**src/rtl/async_mem_seq.sv**
```systemverilog
module async_mem_seq #(
  parameter int NUM_CS = 4,
  parameter int ADDR_W = 26,
  parameter int DATA_W = 16,
  parameter int CNT_W  = 4,
  parameter int TA_W   = 3,
  parameter int WMAX_W = 8
) (
  input  logic                     clk,
  input  logic                     rst_n,
  input  logic                     req_valid,
  output logic                     req_ready,
  input  logic                     req_write,
  input  logic [$clog2(NUM_CS)-1:0] req_cs,
  input  logic [ADDR_W-1:0]        req_addr,
  input  logic [DATA_W-1:0]        req_wdata,
  input  logic [NUM_CS*CNT_W-1:0]  cfg_rd_setup,
  input  logic [NUM_CS*CNT_W-1:0]  cfg_rd_strobe,
  input  logic [NUM_CS*CNT_W-1:0]  cfg_rd_hold,
  input  logic [NUM_CS*CNT_W-1:0]  cfg_wr_setup,
  input  logic [NUM_CS*CNT_W-1:0]  cfg_wr_strobe,
  input  logic [NUM_CS*CNT_W-1:0]  cfg_wr_hold,
  input  logic [NUM_CS*TA_W-1:0]   cfg_turn,
  input  logic [NUM_CS-1:0]        cfg_wait_en,
  input  logic [NUM_CS-1:0]        cfg_sel_strobe,
  input  logic [NUM_CS-1:0]        cfg_wide,
  input  logic [WMAX_W-1:0]        cfg_wait_max,
  output logic [NUM_CS-1:0]        mem_cs_n,
  output logic                     mem_oe_n,
  output logic                     mem_we_n,
  output logic [ADDR_W-1:0]        mem_addr,
  output logic [DATA_W-1:0]        mem_dout,
  output logic                     mem_dout_en,
  input  logic [DATA_W-1:0]        mem_din,
  input  logic [NUM_CS-1:0]        mem_wait,
  output logic                     rsp_valid,
  output logic [DATA_W-1:0]        rsp_rdata,
  output logic                     rsp_err
);

  localparam int CS_W   = $clog2(NUM_CS);
  localparam int HALF_W = DATA_W / 2;
  localparam int CW     = (CNT_W > TA_W) ? CNT_W : TA_W;

  typedef enum logic [2:0] {S_IDLE, S_TURN, S_SETUP, S_STROBE, S_HOLD} state_t;

  state_t              state;
  logic [CW-1:0]       cnt;
  logic [CS_W-1:0]     cur_cs, last_cs;
  logic                cur_wr, last_wr;
  logic [ADDR_W-1:0]   cur_addr;
  logic [DATA_W-1:0]   cur_wdata, rdata_q;
  logic [WMAX_W-1:0]   ext_cnt;
  logic                err_q, rsp_q;
  logic [TA_W-1:0]     gap_cnt;
  logic [NUM_CS-1:0]   wait_m, wait_s;

  function automatic logic [CNT_W-1:0] last_idx(input logic [CNT_W-1:0] n);
    return (n == '0) ? '0 : n - 1'b1;
  endfunction

  // request-side decode
  logic [TA_W-1:0]  n_ta;
  logic [CNT_W-1:0] n_setup;
  logic [TA_W:0]    turn_len;
  logic             need_turn;

  assign n_ta      = cfg_turn[req_cs*TA_W +: TA_W];
  assign n_setup   = req_write ? cfg_wr_setup[req_cs*CNT_W +: CNT_W]
                               : cfg_rd_setup[req_cs*CNT_W +: CNT_W];
  assign turn_len  = {1'b0, n_ta} - {1'b0, gap_cnt} - 2'd2;
  assign need_turn = ((req_cs != last_cs) || (req_write != last_wr)) &&
                     (({1'b0, gap_cnt} + 1'b1) < {1'b0, n_ta});

  // current-access decode
  logic [CNT_W-1:0] c_setup, c_strobe, c_hold;
  logic             c_ew, c_ss, c_wait;

  assign c_setup  = cur_wr ? cfg_wr_setup[cur_cs*CNT_W +: CNT_W]  : cfg_rd_setup[cur_cs*CNT_W +: CNT_W];
  assign c_strobe = cur_wr ? cfg_wr_strobe[cur_cs*CNT_W +: CNT_W] : cfg_rd_strobe[cur_cs*CNT_W +: CNT_W];
  assign c_hold   = cur_wr ? cfg_wr_hold[cur_cs*CNT_W +: CNT_W]   : cfg_rd_hold[cur_cs*CNT_W +: CNT_W];
  assign c_ew     = cfg_wait_en[cur_cs];
  assign c_ss     = cfg_sel_strobe[cur_cs];
  assign c_wait   = wait_s[cur_cs];

  always_ff @(posedge clk or negedge rst_n) begin
    if (!rst_n) begin
      wait_m <= '0;
      wait_s <= '0;
    end else begin
      wait_m <= mem_wait;
      wait_s <= wait_m;
    end
  end

  always_ff @(posedge clk or negedge rst_n) begin
    if (!rst_n) begin
      state     <= S_IDLE;
      cnt       <= '0;
      cur_cs    <= '0;
      cur_wr    <= 1'b0;
      last_cs   <= '0;
      last_wr   <= 1'b0;
      cur_addr  <= '0;
      cur_wdata <= '0;
      rdata_q   <= '0;
      ext_cnt   <= '0;
      err_q     <= 1'b0;
      rsp_q     <= 1'b0;
      gap_cnt   <= '1;
    end else begin
      rsp_q <= 1'b0;
      unique case (state)
        S_IDLE: begin
          if (req_valid) begin
            cur_cs    <= req_cs;
            cur_wr    <= req_write;
            cur_addr  <= cfg_wide[req_cs] ? (req_addr >> 1) : req_addr;
            cur_wdata <= cfg_wide[req_cs] ? req_wdata
                                          : {{HALF_W{1'b0}}, req_wdata[HALF_W-1:0]};
            rdata_q   <= '0;
            err_q     <= 1'b0;
            if (need_turn) begin
              state <= S_TURN;
              cnt   <= CW'(turn_len);
            end else begin
              state <= S_SETUP;
              cnt   <= CW'(last_idx(n_setup));
            end
          end else if (gap_cnt != '1) begin
            gap_cnt <= gap_cnt + 1'b1;
          end
        end
        S_TURN: begin
          if (cnt == '0) begin
            state <= S_SETUP;
            cnt   <= CW'(last_idx(c_setup));
          end else begin
            cnt <= cnt - 1'b1;
          end
        end
        S_SETUP: begin
          if (cnt == '0) begin
            state   <= S_STROBE;
            cnt     <= CW'(last_idx(c_strobe));
            ext_cnt <= '0;
          end else begin
            cnt <= cnt - 1'b1;
          end
        end
        S_STROBE: begin
          if (cnt != '0) begin
            cnt <= cnt - 1'b1;
          end else if (c_ew && c_wait && ext_cnt != cfg_wait_max) begin
            ext_cnt <= ext_cnt + 1'b1;
          end else begin
            state <= S_HOLD;
            cnt   <= CW'(last_idx(c_hold));
            err_q <= c_ew && c_wait;
            if (!cur_wr)
              rdata_q <= cfg_wide[cur_cs] ? mem_din
                                          : {{HALF_W{1'b0}}, mem_din[HALF_W-1:0]};
          end
        end
        S_HOLD: begin
          if (cnt == '0) begin
            state   <= S_IDLE;
            rsp_q   <= 1'b1;
            gap_cnt <= '0;
            last_cs <= cur_cs;
            last_wr <= cur_wr;
          end else begin
            cnt <= cnt - 1'b1;
          end
        end
        default: state <= S_IDLE;
      endcase
    end
  end

  logic in_acc, cs_on;
  assign in_acc = (state == S_SETUP) || (state == S_STROBE) || (state == S_HOLD);
  assign cs_on  = c_ss ? (state == S_STROBE) : in_acc;

  for (genvar i = 0; i < NUM_CS; i++) begin : g_cs
    assign mem_cs_n[i] = !(cs_on && (cur_cs == CS_W'(i)));
  end

  assign req_ready   = (state == S_IDLE);
  assign mem_oe_n    = !((state == S_STROBE) && !cur_wr);
  assign mem_we_n    = !((state == S_STROBE) && cur_wr);
  assign mem_dout_en = in_acc && cur_wr;
  assign mem_addr    = cur_addr;
  assign mem_dout    = cur_wdata;
  assign rsp_valid   = rsp_q;
  assign rsp_rdata   = rdata_q;
  assign rsp_err     = rsp_q && err_q;

  a_r3_one_select: assert property (@(posedge clk) disable iff (!rst_n)
    $onehot0(~mem_cs_n));
  a_r1_single_strobe: assert property (@(posedge clk) disable iff (!rst_n)
    !(!mem_oe_n && !mem_we_n));
  a_r12_no_drive_on_read: assert property (@(posedge clk) disable iff (!rst_n)
    mem_dout_en |-> mem_oe_n);
  a_r10_rsp_pulse: assert property (@(posedge clk) disable iff (!rst_n)
    rsp_valid |=> !rsp_valid);
  a_r4_sel_in_strobe: assert property (@(posedge clk) disable iff (!rst_n)
    ((~&mem_cs_n) && c_ss) |-> (!mem_oe_n || !mem_we_n));
  a_r8_err_needs_wait: assert property (@(posedge clk) disable iff (!rst_n)
    rsp_err |-> cfg_wait_en[last_cs]);
  a_r11_idle_quiet: assert property (@(posedge clk) disable iff (!rst_n)
    req_ready |-> (mem_oe_n && mem_we_n && (&mem_cs_n) && !mem_dout_en));

endmodule

```
**config.mk**
```make
export PLATFORM = sky130hd
export DESIGN_NAME = async_mem_seq
export DESIGN_NICKNAME = d
export VERILOG_FILES = /design/src/rtl/async_mem_seq.sv
export SDC_FILE = /design/constraint.sdc
export NUM_CORES = 1
export LEC_CHECK = 0
export BUFFER_PORTS_ARGS = -buffer_cell sky130_fd_sc_hd__buf_2
export CORE_MARGIN = 2
export CORE_UTILIZATION = 53
export CTS_CLUSTER_DIAMETER = 200
export DETAILED_ROUTE_END_ITERATION = 6
export PLACE_DENSITY = 0.88
export SLEW_MARGIN = 20
export SYNTH_ARGS = -nofsm -noshare
export SYNTH_HDL_FRONTEND = slang
export SYNTH_SLANG_ARGS = --single-unit
```
**constraint.sdc**
```tcl
create_clock -name clk -period 4.4 [get_ports clk]
set_input_delay 0.44 -clock clk [delete_from_list [all_inputs] [get_ports clk]]
set_output_delay 0.44 -clock clk [all_outputs]
set_load 0.05 [all_outputs]
```
==> Yosys cells after proc, flatten, opt, wreduce, memory -nomap -nowiden <==
Cells that the tools add are included.
{ "word_totals": {"reg_bits": 92, "input_bits": 196, "word_cells": 158} }
{ "classes": {"multipliers": 1, "n_shift": 9, "magnitude_cmp": 3, "reduce_logical": 41, "eq_ne": 23, "n_addsub": 10, "mux": 56} }
{ "op_table": {"columns": ["op", "n"], "rows": [
  ["$shiftx 16x5->4", 8],
  ["$mux 16", 6],
  ["$mux 4", 15],
  ["$pmux 16 s2", 1],
  ["$mux 26", 1],
  ["$mux 3", 8],
  ["$mux 8", 3],
  ["$logic_not 4->1", 5],
  ["$ne 2x2->1 const B", 10],
  ["$pmux 4 s5", 1],
  ["$sub 4x1->4 const B", 5],
  ["$pmux 8 s2", 1],
  ["$reduce_and 4->1", 4],
  ["$pmux 3 s5", 1],
  ["$shiftx 12x5->3", 1],
  ["$logic_and 1x1->1", 11],
  ["$mux 1", 11],
  ["$bmux 1 s2", 5],
  ["$add 8x1->8 const B", 1],
  ["$ne 8x8->1", 1],
  ["$logic_not 1->1", 7],
  ["$eq 3x2->1 const B", 2],
  ["$lt 2x3->1 const B", 2],
  ["$ne 3x3->1 const B", 2],
  ["25 further kinds", 31]
]} }

==> Depth between registers and ports, before layout <==
{ "depth": {"depth_word": 7, "mapped_depth": 13, "ltp_nobuf": 10} }

==> Worst setup path before layout <==
Ideal clock, no wire load.
{ "synth_timing": {"path_type": "input port to flip-flop", "from": "input port req_cs[0]", "to": "register cnt[1]", "arrival_time_ns": 2.698, "setup_slack_ns": 1.571, "t_required_ns": 4.269, "n_path_buf": 3, "cell_stages": 13, "cell_sequence": "buf_6 > buf_6 > mux4_2 > inv_1 > ha_1 > nor2b_1 > o21ai_0 > o311ai_0 > buf_2 > o21ai_0 > a21oi_1 > a2111oi_0 > o21ai_1"} }
{ "synth_between": {"elab_chain_cells": 7, "elab_cells_between_ends": 17, "cone_classes": "3 x add/sub; 1 x mul; 1 x order compare; 1 x eq/ne; 3 x shift; 5 x mux; 3 x reduce/logical"} }
{ "synth_rtl": {"columns": ["item", "line_no", "rtl"], "rows": [
  ["start: declaration", "14", "input logic [$clog2(NUM_CS)-1:0] req_cs,"],
  ["$mul 2x2->4, or another cell as far along", "68", "assign n_ta = cfg_turn[req_cs*TA_W +: TA_W];"],
  ["$shiftx 12x5->3 or $mux 4 (tied branches)", "68, 69", null],
  ["$sub 3x3->4, or another cell as far along", "71", "assign turn_len = {1'b0, n_ta} - {1'b0, gap_cnt} - 2'd2;"],
  ["$sub 4x2->4, or another cell as far along", "71", null],
  ["$mux 4 *", "123", "if (need_turn) begin"],
  ["$mux 4 *", "115", "if (req_valid) begin"],
  ["$pmux 4 s5 *", "113", "unique case (state)"],
  ["end signal: assignment", "125", "cnt <= CW'(turn_len);"],
  ["end signal: assignment", "128", "cnt <= CW'(last_idx(n_setup));"],
  ["end signal: assignment", "137", "cnt <= CW'(last_idx(c_setup));"],
  ["end: declaration", "48", "logic [CW-1:0] cnt;"]
]} }
Mark *: on every way between the ends. The rest lies on a longest branch, timed or not. The select of a mux whose other input is x is not followed.
A chain may end at the register's enable or synchronous reset.

==> Worst setup path after layout <==
{ "layout_timing": {"from": "register cur_wr", "to": "register cnt[2]"} }
{ "layout_between": {"elab_chain_cells": 6, "elab_cells_between_ends": 17, "cone_classes": "3 x add/sub; 11 x mux; 3 x reduce/logical"} }
{ "layout_rtl": {"columns": ["item", "line_no", "rtl"], "rows": [
  ["start: declaration", "50", "logic cur_wr, last_wr;"],
  ["start signal: assignment", "117", "cur_wr <= req_write;"],
  ["$mux 4", "81", "assign c_hold = cur_wr ? cfg_wr_hold[cur_cs*CNT_W +: CNT_W] : cfg_rd_hold[cur_cs*CNT_W +: CNT_W];"],
  ["$sub 4x1->4 or $logic_not 4->1 (tied branches)", "59", "return (n == '0) ? '0 : n - 1'b1;"],
  ["$mux 4", "59", null],
  ["$mux 4", "154", "end else if (c_ew && c_wait && ext_cnt != cfg_wait_max) begin"],
  ["$mux 4", "152", "if (cnt != '0) begin"],
  ["$pmux 4 s5 *", "113", null],
  ["end signal: assignment", "125", null],
  ["end signal: assignment", "153", "cnt <= cnt - 1'b1;"],
  ["end signal: assignment", "158", "cnt <= CW'(last_idx(c_hold));"]
]} }
Marked as above.

==> run metrics <==
post-synthesis cell count 636; TritonCTS clock tree built; area occupied by multi-input gates 0.00355 mm^2; FF-to-FF Start cur_wr; RSZ-0062 raised after global routing false; Clock Sinks 92; Mapped Avg Cell Area 9.69 um^2; Clock Latency Late Sink 0.34 ns; root buffer cell clkbuf_16; Pwr Density 730 mW/mm^2; hold slack 0.0875 ns; critical path capture point type flip-flop; largest net degree at the start of global routing 49; most frequent cells in the layout buf_2, nand2_1, dfrtp_1, mux2i_1, nor2_1; ys flop type dfrtp_1; Inserted Clock Buffers 9; DRT iter0 DRCs 450; Slew HR 37.3%; Worst Clk Skew 0.00559 ns; Worst path max stage delay 0.92 ns; Placed Instances 1004; antenna violations before repair 2; Starting Density 54.2%; Avg Vias per Cell 5.79; critical-path maximum fanout 31; EDFF count, synth 0; max cap viols 0; worst r2r dst cnt[2]; FF+latch count, synth 92; RePlAce Congestion 0.916; Worst Setup Start Kind flip-flop; Pleak 3.92 nW; Worst path slowest cell dfrtp_2; delay-heaviest family, CP flip-flops; final setup fails 0; Fmax 299 MHz; H-tree Lvls 3; Core Area 0.0114 mm^2; Die Y 112 um; crit path time final 3.34 ns; GRT Residual Overflow 0; power after layout 5.69 mW; period utilisation layout 75.9%; die width 112 um; commonest non-fill, non-tap cell in the layout buf_2; Buf+Inv Stages, Crit Path 1; worst-margin pin slew 0.940 ns; Yosys cell types 66; Pins Over Slew Limit 0; DR pass1 iterations 5; fin cells 1020; detailed-route DRC error count 0; clock buffer depth 2; Mapped Nets 850; hold crit path type input pin to asynchronous set/reset pin; register area 0.00231 mm^2; post-synthesis async set-or-reset flop share 100%; Post-DRT Antenna Nets 0; area delta synth->final 26.4%; Final Hold Fails 0; status completed; Filler cells 907; final net count 1086; Setup WS pre-CTS 1.06 ns; gr usage total 30.0%; first-pass GRT wire length 29600 um; Crit Path Class flip-flop to flip-flop; CP arrival 3.55 ns; Cell Chain, Critical Path buf_4, mux4_2, mux2i_1, ha_1, a21boi_0, a21o_1, a221oi_1, o221ai_2; reg2reg setup slack 1.06 ns; Die Area 0.0125 mm^2; HPWL after DPL 14500 um; YS warnings 0; PostCTS Resize Cnt 0; peak supply drop 0.662 mV; share of cells above drive strength 1 37.6%; Post-CTS Setup Bufs 0; vias in the first global route 5997; Fin Setup TNS 0 ns; area of the mapped netlist 0.00616 mm^2; IO Pins 264; register area share after synthesis 37.4%; IO Port Bufs 263; drt total wl 18600 um; post-route setup slack 1.06 ns; Worst Reg-to-Reg Cells 8; Req. time, crit path 4.61 ns; clk slew on worst S/H paths 0.06 ns; wire per inst 18.2 um; Hold Buf Count CTS 0; vias 5904; num rows 39
where the power goes:
part           total (mW)  leakage (nW)  internal, mW  switching (mW)
combinational        3.31          2.62          1.11            2.20
clock               0.844         0.160         0.514           0.330
sequential           1.54          1.14          1.18           0.359
total                5.69          3.92          2.80            2.88
area by class of cell:
type | count | area share, %
multi-input combinational | 483 | 45.6
sequential | 92 | 29.6
timing repair buffer | 267 | 17.3
clock buffer | 10 | 3.07
tap | 143 | 2.30
clock inverter | 5 | 1.09
inverter | 19 | 0.916
antenna | 1 | 0.0321
cells in the mapped netlist, types with 2 or more instances:
cell type	n	area share, %
a211o_1	2	0.28
a211oi_1	2	0.24
a21boi_0	2	0.24
a21o_1	2	0.24
a21oi_1	38	3.1
a221oi_1	2	0.28
a22o_1	3	0.43
a22oi_1	7	0.85
a31oi_1	4	0.41
and2_1	4	0.41
and3_1	6	0.61
buf_1	3	0.18
buf_2	14	1.1
buf_6	5	0.91
clkbuf_1	18	1.1
dfrtp_1	89	36
dfstp_2	3	1.3
ha_1	17	3.5
inv_1	19	1.2
mux2_2	9	1.6
mux2i_1	56	9.1
mux4_1	7	3.0
mux4_2	22	8.0
nand2_1	114	6.9
nand2b_1	5	0.51
nand3_1	16	1.3
nand4_1	5	0.51
nor2_1	45	2.7
nor2b_1	5	0.51
nor3_1	9	0.73
nor3b_1	4	0.49
nor3b_2	2	0.41
nor4_1	3	0.30
nor4b_1	2	0.28
o21ai_0	34	2.8
o22ai_1	4	0.41
o311ai_0	3	0.43
o31ai_1	2	0.24
or2_2	3	0.30
or3_1	4	0.41
xnor2_1	3	0.43
xor2_1	15	2.1
flip-flops by register name, indices dropped and copies added (netlist names):
register   flops
ext_cnt        8
mem_dout      16
gap_cnt        3
last_wr        1
cur_wr         1
cur_cs         2
rsp_valid      1
mem_addr      26
last_cs        2
rsp_rdata     16
state          3
wait_m         4
wait_s         4
err_q          1
cnt            4
worst reg2reg max path: stages (launching register included):
cell	delay, ns
dfrtp_2	0.92
buf_4	0.36
mux4_2	0.52
mux2i_1	0.34
ha_1	0.27
a21boi_0	0.09
a21o_1	0.18
a221oi_1	0.38
o221ai_2	0.15
cell families after synthesis:
logic type,share of synthesized area (%)
flip-flops,37.4
multiplexers,21.8
buffers and inverters,4.93
adder cells (fa/ha/maj),3.78
AND/OR/NAND/NOR,17.5
XOR/XNOR,2.56
AO/OA/AOI/OAI,12.1
how the worst max path moves through the flow:
stage | to | slack, ns | cells after the start | startpoint
3_5_place_dp | cnt[2] | 1.06 | 8 | cur_wr
5_1_grt | cnt[2] | 0.81 | 8 | cur_wr
4_1_cts | cnt[2] | 1.05 | 8 | cur_wr
6_report | cnt[2] | 1.06 | 8 | cur_wr
2_1_floorplan | cnt[1] | 1.57 | 13 | req_cs[0]
3_3_place_gp | cnt[2] | 1.15 | 8 | cur_wr
layer usage:
| layer | wire (um) | global-route usage (%) | vias up |
|---|---|---|---|
| met1 | 6880 | 34.7 | 2813 |
| li1 | - | - | 2765 |
| met2 | 9530 | 51.9 | 263 |
| met5 | 13 | 0 | - |
| met4 | 614 | 13.0 | 2 |
| met3 | 1540 | 8.60 | 61 |
through the flow:
step / area (um^2) / utilization (%)
floorplan: 6160 / -
global placement: 7460 / 65.6
detailed placement: 7460 / 65.6
CTS: 7780 / 68.5
global route: 7790 / 68.5
finish: 7790 / 68.5
Power figures use the tool's default switching activity.
